<file path="src/rtl/exc_pkg.sv">
package exc_pkg;
  typedef enum logic [2:0] {
    OP_NONE    = 3'd0,
    OP_ILLEGAL = 3'd1,
    OP_SYSCALL = 3'd2,
    OP_RFI     = 3'd3,
    OP_MTMSR   = 3'd4,
    OP_MFMSR   = 3'd5,
    OP_MTDEC   = 3'd6
  } op_e;

  typedef enum logic {
    SEQ_IDLE  = 1'b0,
    SEQ_SAVE1 = 1'b1
  } seq_e;

  typedef enum logic [1:0] {
    CAUSE_NONE = 2'd0,
    CAUSE_PROG = 2'd1,
    CAUSE_SC   = 2'd2,
    CAUSE_DEC  = 2'd3
  } cause_e;
endpackage

</file>
<file path="src/rtl/exc_decrementer.sv">
module exc_decrementer #(
  parameter int W = 64
) (
  input  logic         clk,
  input  logic         rst_n,
  input  logic         tick_en,
  input  logic         load_en,
  input  logic [W-1:0] load_val,
  output logic         pending
);
  logic [W-1:0] cnt_q, cnt_d;
  logic         cnt_en;

  always_comb begin
    cnt_en = load_en | tick_en;
    cnt_d  = load_en ? load_val : (cnt_q - {{(W-1){1'b0}}, 1'b1});
  end

  always_ff @(posedge clk or negedge rst_n) begin
    if (!rst_n)      cnt_q <= '0;
    else if (cnt_en) cnt_q <= cnt_d;
  end

  assign pending = cnt_q[W-1];
endmodule

</file>
<file path="src/rtl/exc_arbiter.sv">
module exc_arbiter
  import exc_pkg::*;
#(
  parameter int             W          = 64,
  parameter logic [W-1:0]   PROG_VEC   = 64'h700,
  parameter logic [W-1:0]   SC_VEC     = 64'hC00,
  parameter logic [W-1:0]   DEC_VEC    = 64'h900,
  parameter int             INSN_BYTES = 4
) (
  input  logic         busy,
  input  logic         op_valid,
  input  logic [2:0]   op_kind,
  input  logic [W-1:0] cur_pc,
  input  logic         msr_ee,
  input  logic         dec_pending,
  output logic         take_exc,
  output cause_e       cause,
  output logic [W-1:0] vec,
  output logic [W-1:0] save_pc,
  output logic         do_rfi,
  output logic         do_mtmsr,
  output logic         do_mtdec,
  output logic         do_mfmsr
);
  localparam logic [W-1:0] STEP = W'(INSN_BYTES);

  op_e  op;
  logic accept, is_prog, is_sc, is_dec, normal_ok;

  always_comb begin
    op        = op_e'(op_kind);
    accept    = op_valid && !busy;
    is_prog   = accept && (op == OP_ILLEGAL);
    is_sc     = accept && (op == OP_SYSCALL);
    is_dec    = !busy && msr_ee && dec_pending && !is_prog && !is_sc;
    take_exc  = is_prog | is_sc | is_dec;
    normal_ok = accept && !is_dec;
    do_rfi    = normal_ok && (op == OP_RFI);
    do_mtmsr  = normal_ok && (op == OP_MTMSR);
    do_mtdec  = normal_ok && (op == OP_MTDEC);
    do_mfmsr  = accept && (op == OP_MFMSR);

    cause   = CAUSE_NONE;
    vec     = '0;
    save_pc = cur_pc;
    if (is_prog) begin
      cause = CAUSE_PROG;
      vec   = PROG_VEC;
    end else if (is_sc) begin
      cause   = CAUSE_SC;
      vec     = SC_VEC;
      save_pc = cur_pc + STEP;
    end else if (is_dec) begin
      cause = CAUSE_DEC;
      vec   = DEC_VEC;
    end
  end
endmodule

</file>
<file path="src/rtl/exc_state.sv">
module exc_state
  import exc_pkg::*;
#(
  parameter int W      = 64,
  parameter int EE_BIT = 15
) (
  input  logic         clk,
  input  logic         rst_n,
  input  logic         take_exc,
  input  logic [W-1:0] vec,
  input  logic [W-1:0] save_pc,
  input  logic         do_rfi,
  input  logic         do_mtmsr,
  input  logic [W-1:0] wr_data,
  output logic [W-1:0] msr_q,
  output logic [W-1:0] srr0_q,
  output logic         busy,
  output logic         redir_valid,
  output logic [W-1:0] redir_pc
);
  seq_e         st_q, st_d;
  logic [W-1:0] msr_d, srr1_q, hold_q;
  logic         msr_en, srr0_en, srr1_en, hold_en;
  logic         rv_d;
  logic [W-1:0] rpc_d;

  always_comb begin
    st_d = st_q;
    case (st_q)
      SEQ_IDLE:  if (take_exc) st_d = SEQ_SAVE1;
      SEQ_SAVE1: st_d = SEQ_IDLE;
      default:   st_d = SEQ_IDLE;
    endcase

    msr_en = take_exc | do_rfi | do_mtmsr;
    msr_d  = msr_q;
    if (take_exc)      msr_d[EE_BIT] = 1'b0;
    else if (do_rfi)   msr_d = srr1_q;
    else if (do_mtmsr) msr_d = wr_data;

    srr0_en = take_exc;
    hold_en = take_exc;
    srr1_en = (st_q == SEQ_SAVE1);

    rv_d  = take_exc | do_rfi;
    rpc_d = take_exc ? vec : (do_rfi ? srr0_q : '0);
  end

  always_ff @(posedge clk or negedge rst_n) begin
    if (!rst_n) begin
      st_q        <= SEQ_IDLE;
      msr_q       <= '0;
      srr0_q      <= '0;
      srr1_q      <= '0;
      hold_q      <= '0;
      redir_valid <= 1'b0;
      redir_pc    <= '0;
    end else begin
      st_q        <= st_d;
      redir_valid <= rv_d;
      redir_pc    <= rpc_d;
      if (msr_en)  msr_q  <= msr_d;
      if (srr0_en) srr0_q <= save_pc;
      if (hold_en) hold_q <= msr_q;
      if (srr1_en) srr1_q <= hold_q;
    end
  end

  assign busy = (st_q == SEQ_SAVE1);
endmodule

</file>
<file path="src/rtl/exc_sup_unit.sv">
module exc_sup_unit
  import exc_pkg::*;
#(
  parameter int           W          = 64,
  parameter int           EE_BIT     = 15,
  parameter int           INSN_BYTES = 4,
  parameter logic [W-1:0] PROG_VEC   = 64'h700,
  parameter logic [W-1:0] SC_VEC     = 64'hC00,
  parameter logic [W-1:0] DEC_VEC    = 64'h900
) (
  input  logic         clk,
  input  logic         rst_n,
  input  logic         tick_en,
  input  logic         op_valid,
  input  logic [2:0]   op_kind,
  input  logic [W-1:0] cur_pc,
  input  logic [W-1:0] wr_data,
  output logic [W-1:0] rd_data,
  output logic         busy,
  output logic         redir_valid,
  output logic [W-1:0] redir_pc
);
  logic         take_exc, do_rfi, do_mtmsr, do_mtdec, do_mfmsr, dec_pending;
  cause_e       cause;
  logic [W-1:0] vec, save_pc, msr_q, srr0_q;

  exc_arbiter #(
    .W(W), .PROG_VEC(PROG_VEC), .SC_VEC(SC_VEC), .DEC_VEC(DEC_VEC),
    .INSN_BYTES(INSN_BYTES)
  ) u_arb (
    .busy(busy), .op_valid(op_valid), .op_kind(op_kind), .cur_pc(cur_pc),
    .msr_ee(msr_q[EE_BIT]), .dec_pending(dec_pending),
    .take_exc(take_exc), .cause(cause), .vec(vec), .save_pc(save_pc),
    .do_rfi(do_rfi), .do_mtmsr(do_mtmsr), .do_mtdec(do_mtdec),
    .do_mfmsr(do_mfmsr)
  );

  exc_decrementer #(.W(W)) u_dec (
    .clk(clk), .rst_n(rst_n), .tick_en(tick_en), .load_en(do_mtdec),
    .load_val(wr_data), .pending(dec_pending)
  );

  exc_state #(.W(W), .EE_BIT(EE_BIT)) u_st (
    .clk(clk), .rst_n(rst_n), .take_exc(take_exc), .vec(vec),
    .save_pc(save_pc), .do_rfi(do_rfi), .do_mtmsr(do_mtmsr),
    .wr_data(wr_data), .msr_q(msr_q), .srr0_q(srr0_q), .busy(busy),
    .redir_valid(redir_valid), .redir_pc(redir_pc)
  );

  assign rd_data = do_mfmsr ? msr_q : '0;
endmodule

</file>
<file path="config.mk">
export PLATFORM = sky130hd
export DESIGN_NAME = exc_sup_unit
export DESIGN_NICKNAME = d
export VERILOG_FILES = /design/src/rtl/exc_pkg.sv /design/src/rtl/exc_decrementer.sv /design/src/rtl/exc_arbiter.sv /design/src/rtl/exc_state.sv /design/src/rtl/exc_sup_unit.sv
export SDC_FILE = /design/constraint.sdc
export NUM_CORES = 1
export LEC_CHECK = 0
export ABC_AREA = 1
export ABC_CLOCK_PERIOD_IN_PS = 2100
export BUFFER_PORTS_ARGS = -buffer_cell sky130_fd_sc_hd__clkbuf_2
export CORE_ASPECT_RATIO = 0.8
export CORE_MARGIN = 2
export CORE_UTILIZATION = 50
export DETAILED_ROUTE_END_ITERATION = 10
export GPL_TIMING_DRIVEN = 0
export PLACE_DENSITY = 0.71
export SLEW_MARGIN = 20
export SYNTH_ARGS = -nofsm -noshare
export SYNTH_HDL_FRONTEND = slang
export SYNTH_SLANG_ARGS = --single-unit
</file>
<file path="constraint.sdc">
create_clock -name clk -period 2.1 [get_ports clk]
set_clock_uncertainty 0.05 [all_clocks]
set_input_delay 0.105 -clock clk [delete_from_list [all_inputs] [get_ports clk]]
set_output_delay 0.105 -clock clk [all_outputs]
set_load 0.01 [all_outputs]
</file>
## Word level (Yosys, flattened, before mapping)

Cells that the tools add are included.

- Register bits after elaboration: 386
- Input bits: 135
- Output and inout bits: 130

- Add/sub/neg operators: 2
- Eq/ne operators: 6
- Muxes and demuxes: 14
- Bitwise gates (word level): 7
- Reduce and logical (&&, ||, !) cells: 20

Operators by type and width:

| cell | number |
|---|---|
| 64-bit two-way mux | 10 |
| 64-bit by 3-bit adder with 64-bit output (second input constant) | 1 |
| 64-bit by 1-bit subtractor with 64-bit output (second input constant) | 1 |
| 1-bit logical AND | 12 |
| 12-bit two-way mux | 1 |
| 3-bit == test (second input constant) | 3 |
| 3-bit by 2-bit == test with 1-bit output (second input constant) | 2 |
| 1-bit bitwise OR | 5 |
| 1-bit zero test | 4 |
| 3-bit by 1-bit == test with 1-bit output (second input constant) | 1 |
| 3-bit AND reduction | 1 |
| 3-bit nonzero test | 1 |
| 1-bit two-way mux | 2 |
| 1-bit NOT | 2 |
| 1-bit one-hot mux with 2 select lines | 1 |
| 2-bit AND reduction | 1 |
| 2-bit nonzero test | 1 |

## Longest topological paths before layout

Gate-level depths: netlist of the first run.

- Depth after elaboration: 12
- Mapped depth: 13

## Modules after synthesis

Synthesis of the first run repeated with hierarchy kept, for this count alone.

- Cells, all modules: 2825
- Area, all modules: 20731.1 sq um

Modules (own cells, without submodules):

| module | times used | cells each | area each (sq um) |
|---|---|---|---|
| exc_state | 1 | 1438 | 12663.4 |
| exc_decrementer | 1 | 724 | 4708.3 |
| exc_arbiter | 1 | 528 | 2803.9 |
| exc_sup_unit | 1 | 135 | 555.5 |

## Least setup slack after synthesis of the first run

OpenSTA, ideal clock, no wires.

- Path kind: flip-flop to flip-flop
- From: register u_st.st_q, in the netlist u_st.busy
- To: register u_st.msr_q[53]
- Library setup time: 0.130 ns
- Arrival time: 1.546 ns
- Data required time: 1.920 ns
- Path slack: 0.373 ns
- Stages on the path, launching flop included: 12
- Path buffers: 1
- Period minus slack after synthesis: 1.727 ns
- Path through: dfrtp_1 inv_2 nand2_2 nor2_1 nand2_2 nand2_1 nor2_2 nor2_4 a21oi_4 inv_4 buf_1 o21ai_1

- Word-level cells in the longest chain between the ends: 12

RTL lines:

| what | RTL line | source |
|---|---|---|
| from (decl) | exc_state.sv:21 | `seq_e st_q, st_d;` |
| from (signal assigned) | exc_state.sv:59 | `st_q <= st_d;` |
| 1-bit zero test * | exc_arbiter.sv:32, exc_arbiter.sv:35 |  |
| 1-bit logical AND | exc_arbiter.sv:32 | `accept = op_valid && !busy;` |
| 1-bit logical AND | exc_arbiter.sv:33 | `is_prog = accept && (op == OP_ILLEGAL);` |
| 1-bit zero test | exc_arbiter.sv:35 | `is_dec = !busy && msr_ee && dec_pending && !is_prog && !is_sc;` |
| 1-bit logical AND (2 in series) | exc_arbiter.sv:35 |  |
| 1-bit zero test | exc_arbiter.sv:37 | `normal_ok = accept && !is_dec;` |
| 1-bit logical AND | exc_arbiter.sv:37 |  |
| 1-bit logical AND | exc_arbiter.sv:38 | `do_rfi = normal_ok && (op == OP_RFI);` |
| 1-bit bitwise OR (2 in series) | exc_state.sv:35 | `msr_en = take_exc \| do_rfi \| do_mtmsr;` |
| 3-bit AND reduction (no line) | - |  |
| to (signal assigned) | exc_state.sv:62 | `if (msr_en) msr_q <= msr_d;` |
| to (decl) | exc_state.sv:15 | `output logic [W-1:0] msr_q,` |

Every way passes the cells marked *; elsewhere a longest branch is shown, timed or not.
A chain may end at the register's enable or synchronous reset.

## Worst setup path in the final report of the first run

- From: register u_st.st_q, in the netlist u_st.busy
- To: output rd_data[29]

- Word-level cells in the longest chain between the ends: 4

RTL lines:

| what | RTL line | source |
|---|---|---|
| 1-bit zero test | exc_arbiter.sv:32 |  |
| 1-bit logical AND | exc_arbiter.sv:32 |  |
| 1-bit logical AND | exc_arbiter.sv:41 | `do_mfmsr = accept && (op == OP_MFMSR);` |
| 64-bit two-way mux | exc_sup_unit.sv:50 | `assign rd_data = do_mfmsr ? msr_q : '0;` |
| to (decl) | exc_sup_unit.sv:18 | `output logic [W-1:0] rd_data,` |

No other way between the ends.

==> results of run 1 <==
-- per-stage QoR --
| stage | total power, mW | setup TNS [ns] | cell area, um2 |
|---|---|---|---|
| floorplan | 14.5 | 0 | 19100 |
| global placement | 16.3 | -2927.71 | 21100 |
| detailed placement | 16.5 | -79.61 | 21200 |
| CTS | 24.5 | -0.0489 | 24200 |
| global route | 26.1 | -0.749 | 24800 |
| finish | 24.7 | -0.0536 | 24800 |
-- final cells by class --
cell class	instances	share of cell area (%)
Buffer	99	2.82
Clock buffer	53	4.72
Clock inverter	21	1.03
Inverter	287	4.41
Multi-Input combinational cell	1785	33.4
Sequential cell	386	38.9
Tap cell	495	2.49
Timing Repair Buffer	416	12.2
-- final timing paths --
path	startpoint	slack [ns]	cells past startpoint	endpoint
setup / recovery	u_st.busy	-0.03	6	rd_data[29]
hold / removal	rst_n	0.02	2	u_st.hold_q[19]
setup reg to reg	u_st.busy	0.01	12	u_st.hold_q[26]
hold reg to reg	u_st.srr0_q[1]	0.42	2	u_st.srr0_q[1]
max in group asynchronous	rst_n	0.60	4	u_st.srr1_q[55]
min in group clk	tick_en	0.06	4	u_dec.cnt_q[7]
-- timing repair --
action                                  4_1_cts  5_1_grt
buffers inserted                              8        7
gates resized for setup                      79      226
pin swaps                                     3        7
gates cloned                                  0        3
hold buffers                                130        0
endpoints found under the setup margin      394      309
endpoints found under the hold margin       322        0
-- sequential cells by signal (all words and copies together), names as in the netlist --
register	flops
u_st.srr1_q	64
u_st.busy	1
u_st.srr0_q	64
u_st.redir_valid	1
u_dec.cnt_q	64
u_st.msr_q	64
u_st.redir_pc	64
u_st.hold_q	64
-- critical path: cells and delay by family (launching register included) --
kind | cells | cell delay (ns)
buffers and inverters | 3 | 0.53
DFF | 1 | 0.45
and+or+nand+nor | 3 | 0.42
-- layout by cell type, fill, tap and decap left out, types with 39 or more instances in the layout --
cell type      count
buf_2             39
inv_1            281
dlygate4sd3_1    130
o21ai_1           46
o21ai_0          258
nand2_1          766
clkbuf_16         44
dfrtp_1          385
clkbuf_2         255
nand3_1          140
nor2_1           324
-- kinds of logic (layout without fill, tap and decap cells) --
| kind of cell | after synthesis | after routing | synth area share, % |
|---|---|---|---|
| compound gates | 357 | 357 | 9.92 |
| buf+inv | 386 | 876 | 8.09 |
| fa+ha+maj | 2 | 2 | 0.131 |
| mux | 1 | 1 | 0.0523 |
| xor+xnor | 52 | 52 | 2.38 |
| simple gates | 1373 | 1373 | 29.0 |
| flops | 386 | 386 | 50.5 |
-- per-layer routing --
| layer | GRT usage, % | vias to the layer above |
|---|---|---|
| li1 | - | 8956 |
| met1 | 44.8 | 9225 |
| met2 | 51.3 | 746 |
| met3 | 4.75 | 128 |
| met4 | 12.0 | 0 |
| met5 | 0 | - |
-- where the power goes --
group / leakage, nW / internal, mW / total (mW) / switching [mW]
sequential: 4.97 / 9.78 / 10.9 / 1.13
combinational: 6.53 / 2.15 / 6.19 / 4.04
clock: 0.697 / 4.47 / 7.64 / 3.17
==> run metrics, run 1 <==
Reg clk slew, reported paths 0.06 ns; DRT Pass-1 Iters 5; critical path cell sequence nor2_4, nand3_4, buf_12, clkbuf_16, nor2_2, buf_2; largest net degree at the start of global routing 98; CTS tree done; PnR worst setup slack -0.0293 ns; outcome finished with violations; Synth cell types 41; EDFF count, synth 0; routability cong. 0.952; clk buf depth 3; Setup CP Type reg -> out; Die X 223 um; Least-Margin Pin Slew 0.652 ns; Hold Slack 0.0240 ns; dpl hpwl 46.6 mm; Critical Path Start Type flip-flop; vias in the first global route 18.5k; flops & latches, synth 386; Final period util 101%; drt drc 0; grt ovf 0; Req. time, crit path 1.95 ns; Yosys top cell by area dfrtp_1; I/O Pins 265; most frequent cell after synthesis nand2_1; Final setup viols 3; predominant post-synthesis flop cell dfrtp_1; CTS buffer count 41; Synth Warn # 0; share of the yosys chip area belonging to registers 50.5%; initial antenna violation count 0; max_cap viols 0; DR iter-0 viols 1852; Post-Route M1 WL 29.0 mm; Slew headroom 56.5%; Max FO, Critical Path 7; Synth top area share 50.5%; critical path arrival 1.97 ns; Final Slew Violations 0; area of the multi-input gates 8300 um2; count of final hold-check violations 0; GRT Total Usage 32.1%; Die ar. 39900 um2; PortBufs 264; Mapped Nets 2694; met3 WL 4.31 mm; final std cells w/o fill 3542; synthesized area 19100 um2; via count of the routed design 19.1k; WL/cell 18.6 um; routed vias/inst 5.38; FILL cells 3179; core area 38000 um2; Starting Density 50.4%; FFs w/ async S/R, synth 100%; Leakage 12.2 nW; DP Worst Slack -0.549 ns; Routed Antenna Nets 0; Total Routed Length 65.8 mm; max layer used met4; dpl cells 3320; PwrDens 996 nW/um2; worst hold path class in -> async; Mean Syn Cell Area 7.49 um2; CTS Root Buffer Type clkbuf_16; first-pass GRT wire length 99.8 mm; die span in y 179 um; met2 WL 30.3 mm; RSZ-0062 raised after global routing yes; VDD IR max 705 uV; Nets 3153; Area growth syn-to-layout 29.7%; fmax 0.470 GHz; H-Tree Depth 2; Post-Syn Instances 2557; slowest CP cell dfrtp_2; failing checks negative setup slack; ANT cells 0; CP max stage delay 0.45 ns; final core utilization 65.4%; min Tclk post-route 2.13 ns; clock latency on the worst-skew pair 0.56 ns; most frequent cells after synthesis 768 x nand2_1, 386 x dfrtp_1, 386 x nor2_1; CTS sink count 386; Critical Path Sink Type primary output; fraction of layout cells with a size suffix above 1 18.1%; synth top area cells dfrtp_1 50%, nand2_1 15%, nor2_1 7.6%; site row count 64; FF+latch area 9660 um2
(Power assumes the default switching activity.)
==> run 2, diff against run 1 <==
--- a/config.mk
+++ b/config.mk
@@ -14,6 +14,7 @@
 export DETAILED_ROUTE_END_ITERATION = 10
 export GPL_TIMING_DRIVEN = 0
 export PLACE_DENSITY = 0.71
+export SKIP_LAST_GASP = 1
 export SLEW_MARGIN = 20
 export SYNTH_ARGS = -nofsm -noshare
 export SYNTH_HDL_FRONTEND = slang
==> run 2 against run 1 <==
The run now ends clean. Wire length shrank 1.6%. Hold slack improved by 0.0042 ns. Non-clock buffer count is 3 lower. Die area unchanged. Sequential cell count stayed put. Maximum frequency increased by 1.6%. Via count decreased by 0.95%. Utilization decreased by 0.73 points. Critical path depth is 6 higher. Sequential share of layout area grew 0.44 points. Clock power hardly changed. Critical path type is now reg -> reg.
==> run metrics, run 2 (synthesis results as in run 1) <==
commonest non-fill, non-tap cell in the layout nand2_1; Area growth syn-to-layout 28.3%; first-pass GRT wire length 99.8 mm (about the same); CTS Root Buffer Type clkbuf_16; placement-stage cell area 21200 um2 (unchanged); clock latency on the worst-skew pair 0.56 ns (about the same); Nets 3150 (-0.095%); fmax 0.477 GHz (+1.6%); Reg clk slew, reported paths 0.06 ns (about the same); Die ar. 39900 um2 (unchanged); largest net degree at the start of global routing 98 (unchanged); total negative setup slack 0 ns (+0.0536 ns); CTS tree done; PortBufs 264 (unchanged); max_cap viols 0 (unchanged); fraction of layout cells with a size suffix above 1 17.8% (-0.31 points); core area 38000 um2 (unchanged); cell mode on critical path nand2_2; Critical Path Sink Type flip-flop; critical path arrival 2.47 ns (+0.50 ns); clk buf depth 3 (unchanged); worst hold path class in -> async; Starting Density 50.4% (unchanged); grt ovf 0 (unchanged); die span in y 179 um (unchanged); Total Routed Length 64.7 mm (-1.6%); Setup CP Type reg -> reg; critical path cell sequence inv_2, nand2_2, nor2_2, nand2_2, nand2_2, inv_1, nand2_4, inv_6, buf_8, buf_2, nand2_1, o21ai_0; Final Cell Area 24600 um2 (-1.1%); min Tclk post-route 2.10 ns (-0.0342 ns); FILL cells 3230 (+1.6%); Final period util 99.8% (-1.6 points); Routed Antenna Nets 0 (unchanged); WL/cell 18.3 um (-1.5%); commonest non-fill, non-tap cells in the layout 766 x nand2_1, 385 x dfrtp_1, 331 x nor2_1; VDD IR max 707 uV (+0.34%); PwrDens 1000 nW/um2 (+0.54%); Slew headroom 57.5% (+0.99 points); GRT Total Usage 32.2% (about the same); drt drc 0 (unchanged); dpl hpwl 46.6 mm (unchanged); CTS sink count 386 (unchanged); RSZ-0062 raised after global routing yes; slowest CP cell dfrtp_2; outcome finished clean; ANT cells 0 (unchanged); DRT Pass-1 Iters 6 (+1); Critical Path Start Type flip-flop; CP max stage delay 0.45 ns (about the same); routed vias/inst 5.33 (-0.87%); routability cong. 0.952 (unchanged); H-Tree Depth 2 (unchanged); I/O Pins 265 (unchanged); Req. time, crit path 2.47 ns (+0.52 ns); DR iter-0 viols 1790 (-3.3%); count of final hold-check violations 0 (unchanged); final core utilization 64.7% (-0.73 points); initial antenna violation count 0 (unchanged); vias in the first global route 18.4k (-0.054%); Die X 223 um (unchanged); site row count 64 (unchanged); Final setup viols 0 (-3); Pwr Total 24.6 mW (-0.58%); CTS buffer count 41 (unchanged); Max FO, Critical Path 10 (+3); Leakage 12.1 nW (-0.73%); Final Slew Violations 0 (unchanged); via count of the routed design 18.9k (-0.95%); Least-Margin Pin Slew 0.637 ns (-0.0149 ns)
==> run 2: stage by stage <==
step / instances / setup WS, ns / hold WS, ns
2_1_floorplan: 2557 / 0.373 / -0.241
3_3_place_gp: 3316 / -7.49 / 0.261
3_5_place_dp: 3320 / -0.549 / 0.0794
4_1_cts: 3532 / -0.0740 / 0.0132
5_1_grt: 3539 / -0.0880 / 0.0367
6_report: 3539 / 0.00489 / 0.0282
==> run 2: timing repair <==
action                                  in CTS  in global routing
pin swaps                                    3                  8
endpoints found under the setup margin     394                345
endpoints found under the hold margin      322                  0
resized for setup                           70                179
buffers inserted                             8                  7
hold buffers                               130                  0
==> run 2: worst paths after layout <==
check,start,endpoint,slack (ns),depth (start not counted)
min in group clk,op_kind[0],u_st.msr_q[15],0.03,4
hold / removal,rst_n,u_st.hold_q[19],0.03,2
max in group asynchronous,rst_n,u_st.hold_q[52],0.59,4
hold reg to reg,u_st.srr0_q[1],u_st.srr0_q[1],0.42,2
setup reg to reg,u_st.busy,u_st.hold_q[25],0.005,12
setup / recovery,u_st.busy,u_st.hold_q[25],0.005,12
==> run 2: worst max-delay path, delay by kind of cell, from the launching register on <==
family / cells / cell delay (ns)
compound gates: 1 / 0.09
flops: 1 / 0.45
buf+inv: 5 / 0.70
simple gates: 6 / 0.64
==> run 2: cell type report <==
class	count	area (um2)	share of cell area, %
Buffer	99	674	2.75
Clock buffer	53	1170	4.77
Clock inverter	21	255	1.04
Inverter	287	1100	4.46
Multi-Input combinational cell	1785	8200	33.4
Sequential cell	386	9660	39.3
Tap cell	495	619	2.52
Timing Repair Buffer	413	2880	11.7
==> run 2: routing by layer <==
layer / global-route usage [%] / share of wire (%)
met2: 51.5 / 46
met4: 12.4 / 3.5
met3: 4.59 / 6.9
met5: 0 / 0
met1: 44.7 / 44
==> run 2: power by group <==
group,switching [mW],internal [mW]
Sequential,1.12,9.78
Combinational,3.95,2.12
Clock,3.16,4.47
Total,8.24,16.4
==> run 3, diff against run 2 <==
--- a/config.mk
+++ b/config.mk
@@ -8,7 +8,7 @@
 export ABC_AREA = 1
 export ABC_CLOCK_PERIOD_IN_PS = 2100
 export BUFFER_PORTS_ARGS = -buffer_cell sky130_fd_sc_hd__clkbuf_2
-export CORE_ASPECT_RATIO = 0.8
+export CORE_ASPECT_RATIO = 0.5
 export CORE_MARGIN = 2
 export CORE_UTILIZATION = 50
 export DETAILED_ROUTE_END_ITERATION = 10
==> run 3 against run 2 <==
The flow now finishes with violations (negative setup slack). Clock power decreased by 8.4%. Wire length decreased by 1.5%. Hold slack lost 0.020 ns. Maximum frequency decreased by 0.29%. Die area is 0.21% higher. Final area up 0.60%.
==> run metrics, run 3 (synthesis results as in run 1) <==
outcome finished with violations; failing checks negative setup slack; PwrDens 972 nW/um2 (-3.0%); RSZ-0062 raised after global routing yes; clock latency on the worst-skew pair 0.56 ns (about the same); final std cells w/o fill 3538 (-0.028%); total negative setup slack -0.00127 ns (-0.00127 ns); Final Slew Violations 0 (unchanged); worst path buffer plus inverter count 3 (-2); Setup CP Type reg -> out; GRT Total Usage 32.0% (-0.15 points); clk buf depth 3 (unchanged); max_cap viols 0 (unchanged); largest net degree at the start of global routing 82 (-16%); core area 37500 um2 (-1.1%); DR iter-0 viols 1537 (-14%); Leakage 12.1 nW (+0.18%); Slew headroom 57.6% (about the same); Total Routed Length 63.7 mm (-1.5%); Die X 281 um (+26%); site row count 50 (-22%); Starting Density 51.0% (+0.56 points); internal power 15.9 mW (-2.8%); Hold Slack 0.00795 ns (-0.0203 ns); r2r startpoint u_st.busy; WL/cell 18.0 um (-1.5%); first-pass GRT wire length 99.0 mm (-0.89%); dpl hpwl 45.8 mm (-1.9%); I/O Pins 265 (unchanged); dpl cells 3320 (unchanged); CP max stage delay 0.45 ns (about the same); Req. time, crit path 1.95 ns (-0.52 ns); CTS buffer count 36 (-12%); CTS Root Buffer Type clkbuf_16; DRT Pass-1 Iters 8 (+2); Least-Margin Pin Slew 0.634 ns (-0.00291 ns); Final setup viols 1 (+1); critical path arrival 1.95 ns (-0.52 ns); Nets 3153 (+0.095%); CTS tree done; PnR worst setup slack -0.00127 ns (-0.00616 ns); Reg clk slew, reported paths 0.07 ns (about the same); Final period util 100% (+0.29 points); die span in y 142 um (-20%); Crit. Startpoint u_st.busy; Psw 8.10 mW (-1.6%); routability cong. 0.993 (+4.3%); CTS sink count 386 (unchanged); Area growth syn-to-layout 29.1%; FILL cells 3215 (-0.46%); PortBufs 264 (unchanged); commonest non-fill, non-tap cell in the layout nand2_1; grt ovf 0 (unchanged); count of final hold-check violations 0 (unchanged); slowest CP cell dfrtp_2; combinational power share 25.5% (+0.8 points); FF+latch area 9660 um2 (about the same); min Tclk post-route 2.10 ns (+0.00616 ns); cell mode on critical path buf_6; switching part of the total 33.8% (+0.27 points); drt drc 0 (unchanged); critical path cell sequence nor2_4, buf_6, nand3_4, buf_6, nor2_1, buf_2; VDD IR max 635 uV (-10%); initial antenna violation count 0 (unchanged); worst hold path class in -> async; Seq pwr share 45.3% (+1.0 points); routed vias/inst 5.27 (-1.1%); commonest non-fill, non-tap cells in the layout 764 x nand2_1, 384 x dfrtp_1, 332 x nor2_1; fraction of layout cells with a size suffix above 1 17.8% (about the same); vias in the first global route 18.2k (-1.6%); H-Tree Depth 2 (unchanged); Crit path max-delay family buffers and inverters; area of the multi-input gates 8330 um2 (+1.6%); Max FO, Critical Path 6 (-4); Critical Path Sink Type primary output; Die ar. 40000 um2 (+0.21%); Critical Path Start Type flip-flop; clock power share 29.1% (-1.9 points); Routed Antenna Nets 0 (unchanged); via count of the routed design 18.7k (-1.2%); fmax 0.476 GHz (-0.29%)
## run 3: power groups by stage
stage	Sequential [mW]	Clock, mW	Combinational [mW]
after global routing	11.1	7.37	6.99
after detailed placement	11.0	0	5.57
after global placement	10.9	0	5.39
final	10.9	6.99	6.13
after CTS	10.8	7.08	5.91
after floorplan	10.7	0	3.82
## run 3: worst paths after layout
check	depth (start not counted)	slack, ns	to
worst min register to register	2	0.41	u_st.srr1_q[62]
worst min-delay path	2	0.008	u_st.redir_pc[24]
worst max register to register	10	-0.001	u_st.srr0_q[23]
max in group asynchronous	5	0.61	u_st.srr1_q[29]
min in group clk	4	0.05	u_st.msr_q[15]
worst max-delay path	6	-0.001	rd_data[3]
## run 3: timing repair
item,CTS,global route
endpoints found under the setup margin,371,364
hold buffers,130,0
gates resized for setup,87,235
buffers inserted,6,12
gates cloned,4,2
pin swaps,4,10
endpoints found under the hold margin,301,0
## run 3: cell type report
class                   count  share of cell area (%)
inverters                 287                    4.43
plain buffers              97                    2.82
well taps                 494                    2.50
clock buffers              49                    4.34
diodes                      1                  0.0101
repair buffers            421                    12.3
repair inverters            1                  0.0355
flip-flops and latches    386                    39.1
clock inverters            16                   0.719
multi-input cells        1786                    33.7
## run 3: per-stage QoR
stage                     utilization [%]  total power, mW  instance area [um2]  setup slack, ns
after floorplan                         -             14.5                19100            0.373
after global placement               56.2             16.3                21100            -7.78
after detailed placement             56.6             16.5                21200           -0.358
after CTS                            64.2             23.8                24100          -0.0562
after global routing                 65.8             25.5                24700           -0.122
final                                65.8             24.0                24700         -0.00127
## run 3: layer usage
layer / wire length, um / vias to the layer above / global-route usage [%]
met2: 30100 / 653 / 52.4
li1: - / 8940 / -
met4: 1690 / 0 / 9.34
met5: 0 / - / 0
met3: 4320 / 119 / 5.76
met1: 27600 / 8943 / 43.9
